### src/rtl/mesi_snoop_pkg.sv
package mesi_snoop_pkg;

   typedef enum logic [1:0] {
      ST_I = 2'b00,
      ST_S = 2'b01,
      ST_E = 2'b10,
      ST_M = 2'b11
   } line_state_t;

   typedef enum logic [1:0] {
      BK_READ   = 2'b00,
      BK_WRITE  = 2'b01,
      BK_INTENT = 2'b10,
      BK_NONE   = 2'b11
   } bus_kind_t;

   typedef enum logic [1:0] {
      UP_SHARE    = 2'b00,
      UP_DROP     = 2'b01,
      UP_WB_SHARE = 2'b10,
      UP_WB_DROP  = 2'b11
   } upd_kind_t;

   typedef enum logic [1:0] {
      OWN_FREE  = 2'b00,
      OWN_CORE  = 2'b01,
      OWN_SNOOP = 2'b10
   } lock_owner_t;

   // next state of a hitting line under one queued snoop update
   function automatic logic [1:0] next_line_state(input logic [1:0] cur,
                                                  input logic [1:0] kind);
      logic [1:0] nxt;
      nxt = cur;
      if (cur != ST_I) begin
         case (kind)
            UP_SHARE:    if (cur == ST_E || cur == ST_S) nxt = ST_S;
            UP_DROP:     nxt = ST_I;
            UP_WB_SHARE: if (cur == ST_M) nxt = ST_S;
            default:     nxt = ST_I;
         endcase
      end
      return nxt;
   endfunction

endpackage

### src/rtl/mesi_tag_table.sv
module mesi_tag_table #(
   parameter int SETS   = 8,
   parameter int LINE_W = 12,
   parameter int NRD    = 4
) (
   input  logic                        clk,
   input  logic                        rst_n,
   input  logic [NRD-1:0][LINE_W-1:0]  rd_line,
   output logic [NRD-1:0][1:0]         rd_state,
   input  logic                        wr_en,
   input  logic [LINE_W-1:0]           wr_line,
   input  logic [1:0]                  wr_state
);
   localparam int IDX_W = $clog2(SETS);
   localparam int TAG_W = LINE_W - IDX_W;

   generate
      if (SETS < 2 || (1 << IDX_W) != SETS)
         $error("mesi_tag_table: SETS must be a power of two, at least 2");
      if (TAG_W < 1)
         $error("mesi_tag_table: line address leaves no tag bits");
   endgenerate

   logic [TAG_W-1:0] tag_q [SETS];
   logic [1:0]       st_q  [SETS];

   always_ff @(posedge clk) begin
      if (!rst_n) begin
         for (int s = 0; s < SETS; s++) begin
            tag_q[s] <= '0;
            st_q[s]  <= 2'b00;
         end
      end else if (wr_en) begin
         tag_q[wr_line[IDX_W-1:0]] <= wr_line[LINE_W-1:IDX_W];
         st_q[wr_line[IDX_W-1:0]]  <= wr_state;
      end
   end

   // independent lookup ports, one per consumer
   generate
      for (genvar p = 0; p < NRD; p++) begin : g_rd
         logic [IDX_W-1:0] idx;
         assign idx = rd_line[p][IDX_W-1:0];
         assign rd_state[p] = (tag_q[idx] == rd_line[p][LINE_W-1:IDX_W])
                              ? st_q[idx] : 2'b00;
      end
   endgenerate

endmodule

### src/rtl/mesi_pend_fifo.sv
module mesi_pend_fifo #(
   parameter int W     = 14,
   parameter int DEPTH = 4
) (
   input  logic         clk,
   input  logic         rst_n,
   input  logic         push,
   input  logic [W-1:0] push_data,
   input  logic         pop,
   output logic [W-1:0] head,
   output logic         empty,
   output logic         full
);
   generate
      if (DEPTH < 1)
         $error("mesi_pend_fifo: DEPTH must be at least 1");

      if (DEPTH == 1) begin : g_single
         logic         vld_q;
         logic [W-1:0] dat_q;
         always_ff @(posedge clk) begin
            if (!rst_n) begin
               vld_q <= 1'b0;
               dat_q <= '0;
            end else begin
               if (push) begin
                  vld_q <= 1'b1;
                  dat_q <= push_data;
               end else if (pop) begin
                  vld_q <= 1'b0;
               end
            end
         end
         assign head  = dat_q;
         assign empty = !vld_q;
         assign full  = vld_q;
      end else begin : g_ring
         localparam int PTR_W = $clog2(DEPTH);
         localparam int CNT_W = $clog2(DEPTH + 1);
         logic [W-1:0]     mem_q [DEPTH];
         logic [PTR_W-1:0] rd_q, wr_q;
         logic [CNT_W-1:0] cnt_q;
         logic             do_push, do_pop;

         assign do_pop  = pop && (cnt_q != '0);
         assign do_push = push && (cnt_q != CNT_W'(DEPTH) || do_pop);

         always_ff @(posedge clk) begin
            if (!rst_n) begin
               rd_q  <= '0;
               wr_q  <= '0;
               cnt_q <= '0;
               for (int i = 0; i < DEPTH; i++) mem_q[i] <= '0;
            end else begin
               if (do_push) begin
                  mem_q[wr_q] <= push_data;
                  wr_q <= (wr_q == PTR_W'(DEPTH - 1)) ? '0 : wr_q + 1'b1;
               end
               if (do_pop)
                  rd_q <= (rd_q == PTR_W'(DEPTH - 1)) ? '0 : rd_q + 1'b1;
               cnt_q <= cnt_q + CNT_W'(do_push) - CNT_W'(do_pop);
            end
         end
         assign head  = mem_q[rd_q];
         assign empty = (cnt_q == '0);
         assign full  = (cnt_q == CNT_W'(DEPTH));
      end
   endgenerate

   // the queue is sized so no update is ever lost
   p_no_overflow_r10: assert property (@(posedge clk) disable iff (!rst_n)
      (push && full) |-> pop);

endmodule

### src/rtl/mesi_lock_reg.sv
module mesi_lock_reg
   import mesi_snoop_pkg::*;
(
   input  logic       clk,
   input  logic       rst_n,
   input  logic       core_req,
   input  logic       snoop_need,
   output logic [1:0] owner
);
   logic [1:0] own_q, own_d;

   always_comb begin
      own_d = own_q;
      case (own_q)
         OWN_FREE:
            if (snoop_need)    own_d = OWN_SNOOP;
            else if (core_req) own_d = OWN_CORE;
         OWN_CORE:
            if (!core_req)     own_d = snoop_need ? OWN_SNOOP : OWN_FREE;
         OWN_SNOOP:
            if (!snoop_need)   own_d = core_req ? OWN_CORE : OWN_FREE;
         default:              own_d = OWN_FREE;
      endcase
   end

   always_ff @(posedge clk) begin
      if (!rst_n) own_q <= OWN_FREE;
      else        own_q <= own_d;
   end

   assign owner = own_q;

   // the core is never handed the lock while it is not asking for it
   p_core_needs_req_r9: assert property (@(posedge clk) disable iff (!rst_n)
      (own_q == OWN_FREE && !core_req) |=> own_q != OWN_CORE);

endmodule

### src/rtl/mesi_snoop_ctrl.sv
module mesi_snoop_ctrl
   import mesi_snoop_pkg::*;
#(
   parameter int ADDR_W     = 16,
   parameter int LINE_BYTES = 16,
   parameter int SETS       = 8,
   parameter int MID_W      = 2,
   parameter int LOCAL_ID   = 0,
   parameter int PEND_DEPTH = 4
) (
   input  logic              clk,
   input  logic              rst_n,
   input  logic              bus_req_valid,
   input  logic [MID_W-1:0]  bus_req_master,
   input  logic [1:0]        bus_req_kind,
   input  logic [ADDR_W-1:0] bus_req_addr,
   input  logic              bus_done_valid,
   input  logic [MID_W-1:0]  bus_done_master,
   input  logic [1:0]        bus_done_kind,
   input  logic [ADDR_W-1:0] bus_done_addr,
   output logic              snoop_abort,
   output logic              snoop_shared,
   output logic              wb_cmd_valid,
   output logic [ADDR_W-1:0] wb_cmd_addr,
   input  logic              core_lock_req,
   output logic              core_lock_gnt,
   input  logic              core_wr_en,
   input  logic [ADDR_W-1:0] core_wr_addr,
   input  logic [1:0]        core_wr_state,
   input  logic [ADDR_W-1:0] core_rd_addr,
   output logic [1:0]        core_rd_state
);
   localparam int OFF_W  = $clog2(LINE_BYTES);
   localparam int LINE_W = ADDR_W - OFF_W;
   localparam int ENT_W  = LINE_W + 2;
   localparam int NRD    = 4;
   localparam logic [MID_W-1:0] ME = MID_W'(LOCAL_ID);

   generate
      if ((1 << OFF_W) != LINE_BYTES || LINE_BYTES < 2)
         $error("mesi_snoop_ctrl: LINE_BYTES must be a power of two");
      if (LOCAL_ID >= (1 << MID_W))
         $error("mesi_snoop_ctrl: LOCAL_ID does not fit MID_W");
   endgenerate

   // ---------------- line addresses and table lookups ----------------
   logic [LINE_W-1:0] req_line, done_line, core_line, head_line;
   logic [1:0]        head_kind;
   logic [ENT_W-1:0]  head_ent;
   logic [NRD-1:0][LINE_W-1:0] rd_line;
   logic [NRD-1:0][1:0]        rd_state;

   assign req_line  = bus_req_addr[ADDR_W-1:OFF_W];
   assign done_line = bus_done_addr[ADDR_W-1:OFF_W];
   assign core_line = core_rd_addr[ADDR_W-1:OFF_W];
   assign head_line = head_ent[ENT_W-1:2];
   assign head_kind = head_ent[1:0];

   assign rd_line[0] = req_line;
   assign rd_line[1] = done_line;
   assign rd_line[2] = core_line;
   assign rd_line[3] = head_line;

   logic [1:0] req_st, done_st, head_st;
   assign req_st        = rd_state[0];
   assign done_st       = rd_state[1];
   assign core_rd_state = rd_state[2];
   assign head_st       = rd_state[3];

   // ---------------- request phase: abort and shared ----------------
   logic req_foreign;
   assign req_foreign = bus_req_valid && (bus_req_master != ME)
                        && (bus_req_kind != BK_NONE);
   assign snoop_abort  = req_foreign && (req_st == ST_M);
   assign snoop_shared = req_foreign && (bus_req_kind == BK_READ)
                         && (req_st != ST_I);

   // ---------------- forced write-back tracking ----------------
   logic              wb_busy_q, wb_share_q;
   logic [LINE_W-1:0] wb_line_q;
   logic              wb_closing;

   assign wb_closing = bus_done_valid && (bus_done_master == ME)
                       && (bus_done_kind == BK_WRITE) && wb_busy_q
                       && (done_line == wb_line_q);

   always_ff @(posedge clk) begin
      if (!rst_n) begin
         wb_busy_q  <= 1'b0;
         wb_share_q <= 1'b0;
         wb_line_q  <= '0;
      end else if (wb_busy_q) begin
         if (wb_closing) wb_busy_q <= 1'b0;
      end else if (snoop_abort) begin
         wb_busy_q  <= 1'b1;
         wb_share_q <= (bus_req_kind == BK_READ);
         wb_line_q  <= req_line;
      end
   end

   assign wb_cmd_valid = wb_busy_q;
   assign wb_cmd_addr  = {wb_line_q, {OFF_W{1'b0}}};

   // ---------------- completion phase: queue state updates ----------------
   logic             done_foreign, q_push, q_pop, q_empty, q_full;
   logic [1:0]       push_kind;
   logic [ENT_W-1:0] push_ent;

   assign done_foreign = bus_done_valid && (bus_done_master != ME)
                         && (bus_done_kind != BK_NONE) && (done_st != ST_I);
   assign q_push = done_foreign || wb_closing;

   always_comb begin
      if (wb_closing)
         push_kind = wb_share_q ? UP_WB_SHARE : UP_WB_DROP;
      else if (bus_done_kind == BK_READ)
         push_kind = UP_SHARE;
      else
         push_kind = UP_DROP;
   end
   assign push_ent = {done_line, push_kind};

   logic [1:0] owner;

   mesi_pend_fifo #(.W(ENT_W), .DEPTH(PEND_DEPTH)) u_pend (
      .clk(clk), .rst_n(rst_n),
      .push(q_push), .push_data(push_ent),
      .pop(q_pop), .head(head_ent),
      .empty(q_empty), .full(q_full)
   );

   mesi_lock_reg u_lock (
      .clk(clk), .rst_n(rst_n),
      .core_req(core_lock_req), .snoop_need(!q_empty),
      .owner(owner)
   );

   assign core_lock_gnt = (owner == OWN_CORE);

   // ---------------- table write port ----------------
   logic [1:0]        head_new;
   logic              snoop_wr, core_wr;
   logic              tbl_we;
   logic [LINE_W-1:0] tbl_line;
   logic [1:0]        tbl_state;

   assign q_pop    = (owner == OWN_SNOOP) && !q_empty;
   assign head_new = next_line_state(head_st, head_kind);
   assign snoop_wr = q_pop && (head_new != head_st);
   assign core_wr  = (owner == OWN_CORE) && core_wr_en;

   assign tbl_we    = snoop_wr || core_wr;
   assign tbl_line  = snoop_wr ? head_line : core_wr_addr[ADDR_W-1:OFF_W];
   assign tbl_state = snoop_wr ? head_new  : core_wr_state;

   mesi_tag_table #(.SETS(SETS), .LINE_W(LINE_W), .NRD(NRD)) u_tags (
      .clk(clk), .rst_n(rst_n),
      .rd_line(rd_line), .rd_state(rd_state),
      .wr_en(tbl_we), .wr_line(tbl_line), .wr_state(tbl_state)
   );

   // ---------------- assertions ----------------
   // shared indication only accompanies a read request
   p_shared_on_read_r2: assert property (@(posedge clk) disable iff (!rst_n)
      snoop_shared |-> (bus_req_valid && bus_req_kind == BK_READ));

   // only a foreign request may be aborted
   p_abort_foreign_r3: assert property (@(posedge clk) disable iff (!rst_n)
      snoop_abort |-> (bus_req_valid && bus_req_master != ME));

   // a write-back command starts only after an abort
   p_cmd_after_abort_r4: assert property (@(posedge clk) disable iff (!rst_n)
      $rose(wb_cmd_valid) |-> $past(snoop_abort));

   // the open command keeps its address until it closes
   p_cmd_hold_r5: assert property (@(posedge clk) disable iff (!rst_n)
      (wb_cmd_valid && !wb_closing) |=> (wb_cmd_valid && $stable(wb_cmd_addr)));

   // closing the write-back drops the command
   p_cmd_close_r6: assert property (@(posedge clk) disable iff (!rst_n)
      wb_closing |=> !wb_cmd_valid);

   // snooper and core never write the table together
   p_lock_exclusive_r9: assert property (@(posedge clk) disable iff (!rst_n)
      !(core_lock_gnt && snoop_wr));

endmodule

### config.mk
export PLATFORM = sky130hd
export DESIGN_NAME = mesi_snoop_ctrl
export DESIGN_NICKNAME = d
export VERILOG_FILES = /design/src/rtl/mesi_snoop_pkg.sv /design/src/rtl/mesi_tag_table.sv /design/src/rtl/mesi_pend_fifo.sv /design/src/rtl/mesi_lock_reg.sv /design/src/rtl/mesi_snoop_ctrl.sv
export SDC_FILE = /design/constraint.sdc
export NUM_CORES = 1
export LEC_CHECK = 0
export CAP_MARGIN = 5
export CORE_ASPECT_RATIO = 2
export CORE_MARGIN = 3
export CORE_UTILIZATION = 31
export DETAILED_ROUTE_END_ITERATION = 6
export GPL_TIMING_DRIVEN = 0
export PLACE_DENSITY = 0.46
export SYNTH_ARGS = -nofsm -noshare
export SYNTH_HDL_FRONTEND = slang
export SYNTH_SLANG_ARGS = --single-unit
### constraint.sdc
create_clock -name clk -period 4.8 [get_ports clk]
set_input_delay 0.96 -clock clk [delete_from_list [all_inputs] [get_ports clk]]
set_output_delay 0.96 -clock clk [all_outputs]
set_load 0.01 [all_outputs]
# == Yosys cells after proc, flatten, opt, wreduce, memory -nomap -nowiden ==
# Memory sizes are Yosys's and may differ from the RTL's. A register that Yosys moved wholly into a read port is not among the register bits.
# Index checks and enable logic that the tools add are counted.
# Widths: inputs -> output; s select.
# classes
bitwise,1
n_eq_ne,22
addsub,4
mux,43
n_reduce_logical,39
# op_table
operator,count
$mux 2,20
$eq 9x9->1,4
$logic_and 1x1->1,17
$mux 1,16
$eq 2x2->1 const B,7
$mux 14,1
$reduce_or 14->1,1
$eq 12x12->1,1
$mux 12,1
$logic_not 2->1,5
$reduce_bool 2->1,5
$mux 9,1
$reduce_or 9->1,1
$ne 2x2->1 const B,4
$eq 2x1->1 const B,3
$mux 3,2
$ne 3x3->1 const B,2
$pmux 2 s3,1
$add 2x1->2 const B,2
$logic_or 1x1->1,4
$pmux 2 s2,1
$add 3x1->3,1
$logic_not 3->1,1
$reduce_and 3->1,1
7 further kinds,7
# word_totals
output_inout_bits,22
n_memories,3
ramBits,144
reg_bits,23
wordCells,119
# memory_table
name,words,width,rd,rd_clocked_by_memory_dff,write_ports,line_no,text
u_tags.tag_q,8,9,4,0,8,mesi_tag_table.sv:24,logic [TAG_W-1:0] tag_q [SETS];
u_pend.g_ring.mem_q,4,14,1,1,4,mesi_pend_fifo.sv:40,logic [W-1:0] mem_q [DEPTH];
u_tags.st_q,8,2,4,0,8,mesi_tag_table.sv:25,logic [1:0] st_q [SETS];

# == Longest topological paths before layout ==
# An unclocked memory read counts as a cell.
# depth
depth_word,16
depth_mapped,16

# == Cells and area by module ==
# A second synthesis with hierarchy kept.
# hier_totals
hier_cells,772
area_unflattened_um2,10530.1
# modules_own_cells
module,seq_area_each_um2,area_per_inst_um2,cells_each,instances
mesi_tag_table,2642.5,6571.3,467,1
mesi_pend_fifo,1861.8,2869.0,189,1
mesi_snoop_ctrl,280.3,1022.2,110,1
mesi_lock_reg,40.0,67.6,6,1

# == Least setup slack after synthesis ==
# No wires, ideal clock.
# synth_path
path_kind,input -> register
from,input port bus_done_addr[5]
to,memory u_pend.g_ring.mem_q[3][0] (enable)
cell_stages,10
path_slack_ns,0.346
setup_ns,0.404
t_arrival_ns,4.050
required_ns,4.396
path_cell_list,clkbuf_1 clkbuf_1 mux4_2 mux2i_1 xor2_1 nand4_1 or3_1 a32o_1 clkbuf_1 o21ai_0
# synth_rtl
element,line_no,text
from (decl),mesi_snoop_ctrl.sv:20,"input logic [ADDR_W-1:0] bus_done_addr,"
to (decl),mesi_pend_fifo.sv:40,

# == Worst setup path after layout ==
# layout_path
from,input port bus_req_addr[4]
to,output port snoop_abort
# layout_via
elab_chain_len,5
word_cells_on_any_way,6
classes_between,eq/ne: 2; mux: 1; reduce/logical: 1; memory: 2
# layout_lines
element,line_no,text
from (decl),mesi_snoop_ctrl.sv:16,"input logic [ADDR_W-1:0] bus_req_addr,"
$mem_v2 8x9,-,
$eq 9x9->1,mesi_tag_table.sv:44,assign rd_state[p] = (tag_q[idx] == rd_line[p][LINE_W-1:IDX_W])
$mux 2 *,mesi_tag_table.sv:45,? st_q[idx] : 2'b00;
$eq 2x2->1 *,mesi_snoop_ctrl.sv:74,assign snoop_abort = req_foreign && (req_st == ST_M);
$logic_and 1x1->1 *,mesi_snoop_ctrl.sv:74,
to (decl),mesi_snoop_ctrl.sv:21,"output logic snoop_abort,"
# Every way passes the cells marked *; elsewhere a longest branch is shown, timed or not.

==> results.sh <==
export IMPL_skew_ps=8.23
export IMPL_grt_pass1_vias=7495
export IMPL_gp_congestion=0.826
export IMPL_ctsHoldBuffers=0
export IMPL_grt_max_degree=17
export IMPL_crit_slowest_cell="mux4_2"
export IMPL_htreeDepth=4
export IMPL_antenna_found_initial=0
export IMPL_worstSetupEndpointType="primary output"
export IMPL_yosys_register_bits=169
export IMPL_synth_edf_count=144
export IMPL_grt_pass1_wl_mm=51.1
export IMPL_switching_share_pct=25.4
export IMPL_numCtsBuffers=17
export IMPL_gr_total_overflow=0
export IMPL_cap_violations=0
export IMPL_dpl_hpwl_mm=28.4
export IMPL_post_route_cell_area_um2=12500
export IMPL_cp_max_fo=6
export IMPL_seqPwrFrac_pct=46.6
export IMPL_synth_warnings=0
export IMPL_dp_slack_ps=-1760
export IMPL_rsz0062_at_grt="false"
export IMPL_yosysUniqueCellTypes=50
export IMPL_die_area_um2=35500
export IMPL_clock_sinks=169
export IMPL_crit_family="buffers and inverters"
export IMPL_nets=989
export IMPL_ctsRootBufferMaster="clkbuf_16"
export IMPL_clk_pin_slew_ps=70
export IMPL_ys_seq_area_share_pct=47.0
export IMPL_critPathMaxStageDelay_ps=520
export IMPL_finalCriticalPeriod_ps=4670
export IMPL_async_flop_share_pct=0
export IMPL_routed_via_count=7007
export IMPL_power_share_combinational_pct=13.7
export IMPL_ant_nets=0
export IMPL_worst_pin_slew_ps=938
export IMPL_fmax_ghz=0.214
export IMPL_worstPathCellList="clkbuf_4, bufbuf_16, mux4_2, mux2i_4, xnor2_1, nor4_2, nand4_1, buf_4, a2111o_2, inv_1, dlygate4sd2_1"
export IMPL_initialDrtViolationCount=490
export IMPL_synth_top_flop_cell="edfxtp_1"
export IMPL_syn_avg_cell_area_um2=12.9
export IMPL_drive_gt1_share_pct=21.4
export IMPL_wl_per_cell_um=26.3
export IMPL_critPathKind="in -> out"
export IMPL_die_w_um=135
export IMPL_cts_tree="built"
export IMPL_portBuffers=78
export IMPL_ir_drop_v=0.000257
export IMPL_instances_no_fill=1344
export IMPL_intPower_uw=2670
export IMPL_cp_start_kind="input port"
export IMPL_setup_viol=0
export IMPL_first_pass_iters=5
export IMPL_crit_arrival_ps=3710
export IMPL_drc_errors=0
export IMPL_synthCells=799
export IMPL_num_rows=93
export IMPL_relSlewSlack_pct=37.4
export IMPL_io_pins=102
export IMPL_track_usage_pct=20.3
export IMPL_powerDensity_nw_per_um2=286
export IMPL_pwr_share_clk_pct=39.7
export IMPL_antenna_cells=0
export IMPL_fin_util_pct=38.6
export IMPL_synth_area_um2=10300
export IMPL_p_leak_uw=0.00442
export IMPL_clockBufferDepth=2
export IMPL_cp_required_ps=3840
export IMPL_dp_cells=1308
export IMPL_cp_num_buf_inv=5
export IMPL_placeableCoreArea_um2=32500
export IMPL_placed_area_um2=11600
export IMPL_start_util_pct=31.6
export IMPL_area_growth_pct=22.0
export IMPL_finalMaxSlewViolations=0
export IMPL_hold_viol=0
export IMPL_fin_crit_sh_pct=97.2
export IMPL_viasPerCell=5.21
export IMPL_clock_latency_ps=450
export IMPL_fp_dieH_um=263
export IMPL_drt_wl_total_mm=35.3
export IMPL_min_path_type="reg -> reg"
export IMPL_net_switching_power_uw=910
export IMPL_layout_setup_ws_ps=133
export IMPL_hold_slack_ps=488
export IMPL_status="complete, no violations"
[cell usage after synthesis, drive strengths merged, types with 2 or more instances]
master     n  area share, %
nor4       9           0.61
nor2b      9           0.55
a22oi     10           0.73
dfxtp     25            4.9
and2      50            3.0
xnor2     22            1.9
mux2i     93             10
o22ai     11           0.67
o211a      2           0.19
o31a       8           0.68
o21ai     17           0.83
and3       4           0.24
xor2      25            2.1
mux4      76             17
nand2b     7           0.43
a2111o     2           0.22
edfxtp   144             42
nor2     116            4.3
nand3      8           0.51
clkbuf    27           0.99
ha         4           0.49
nor3b      2           0.15
buf       29            2.3
nand2     36            1.3
nor3       8           0.39
inv        7           0.26
a2111oi    2           0.35
a21oi     24            1.2
nand4      7           0.43
or3        3           0.18
[worst min-delay path: stages, from the launching register on]
cell     delay [ps]
dfxtp_1         310
o21ai_0          70
a21oi_1          60
[stage by stage]
| stage | total power, uW | TNS (ps) |
|---|---|---|
| final | 3580 | 0 |
| after global routing | 3690 | 0 |
| after CTS | 3610 | 0 |
| after detailed placement | 2170 | -122560 |
| after global placement | 2160 | -154140 |
| after floorplan | 1960 | 0 |
[power by group through the flow]
stage / clock, uW / sequential [uW] / combinational (uW)
finish: 1420 / 1670 / 489
global route: 1500 / 1670 / 519
CTS: 1440 / 1670 / 499
detailed placement: 0 / 1700 / 466
global placement: 0 / 1700 / 464
floorplan: 0 / 1680 / 274
[cell usage in the layout, fill, tap and decap left out, drive strengths merged, types with 2 or more instances in the layout]
master	synthesis	routed
a2111o	2	2
edfxtp	144	144
dlygate4sd2	0	3
nand3	8	8
nand4	7	7
clkbuf	27	45
o22ai	11	11
or3	3	3
nor2	116	116
nor3	8	8
nor2b	9	9
dfxtp	25	25
nand2	36	36
nand2b	7	7
o31a	8	8
inv	7	9
xor2	25	25
bufinv	0	2
and3	4	4
a22oi	10	10
mux4	76	76
clkdlybuf4s50	0	73
a2111oi	2	2
conb	1	4
mux2i	93	93
and2	50	50
clkinv	1	6
a21oi	24	24
nor3b	2	2
nor4	9	9
ha	4	4
xnor2	22	22
buf	29	37
clkdlybuf4s15	0	2
o21ai	17	17
o211a	2	2
[path summary, 6_finish.rpt]
path / startpoint / endpoint / slack [ps] / cells past startpoint
max: bus_req_addr[4] / snoop_abort / 130 / 11
min reg2reg: wb_share_q$_SDFFE_PN0P_ / wb_share_q$_SDFFE_PN0P_ / 490 / 2
max reg2reg: register / u_tags.tag_q[3][2]$_SDFFCE_PN0P_ / 190 / 11
min: wb_share_q$_SDFFE_PN0P_ / wb_share_q$_SDFFE_PN0P_ / 490 / 2
[per-layer routing]
layer / vias up / track usage (%) / share of wire (%)
met2: 172 / 40.5 / 59
li1: 3239 / - / -
met5: - / 0 / 0
met3: 50 / 2.81 / 2.7
met1: 3546 / 19.9 / 33
met4: 0 / 9.61 / 4.5
[cells by family after synthesis]
family	share of synthesized area, %
AO/OA/AOI/OAI	5.22
adder cells (fa/ha/maj)	0.682
buffers and inverters	3.62
flip-flops	47.0
multiplexers	26.9
XOR/XNOR	4.01
other	0.0365
AND/OR/NAND/NOR	12.5
[state kept, by name (all words and copies together), names as in the netlist, named ones only]
register,flops
u_pend.g_ring.cnt_q,3
u_pend.g_ring.mem_q,56
u_lock.owner,2
u_tags.st_q,16
wb_cmd_valid,1
u_pend.g_ring.rd_q,2
u_tags.tag_q,72
u_pend.g_ring.wr_q,2
wb_line_q,12
wb_share_q,1
[repair_timing]
item / 4_1_cts / 5_1_grt
cloned: 1 / 0
setup endpoints to repair: 192 / 29
resized for setup: 76 / 5
pin swaps: 5 / 2
buffers inserted: 5 / 0
hold endpoints to repair: 0 / 0
[cell type report]
| type | instances | area (um^2) |
|---|---|---|
| Inverter | 8 | 30.0 |
| Multi-Input combinational cell | 569 | 5240 |
| Buffer | 54 | 427 |
| Tap cell | 427 | 534 |
| Fill cell | 3116 | 19900 |
| Clock buffer | 22 | 474 |
| Clock inverter | 10 | 116 |
| Timing Repair Buffer | 85 | 876 |
| Sequential cell | 169 | 4820 |
(Power assumes the default switching activity.)
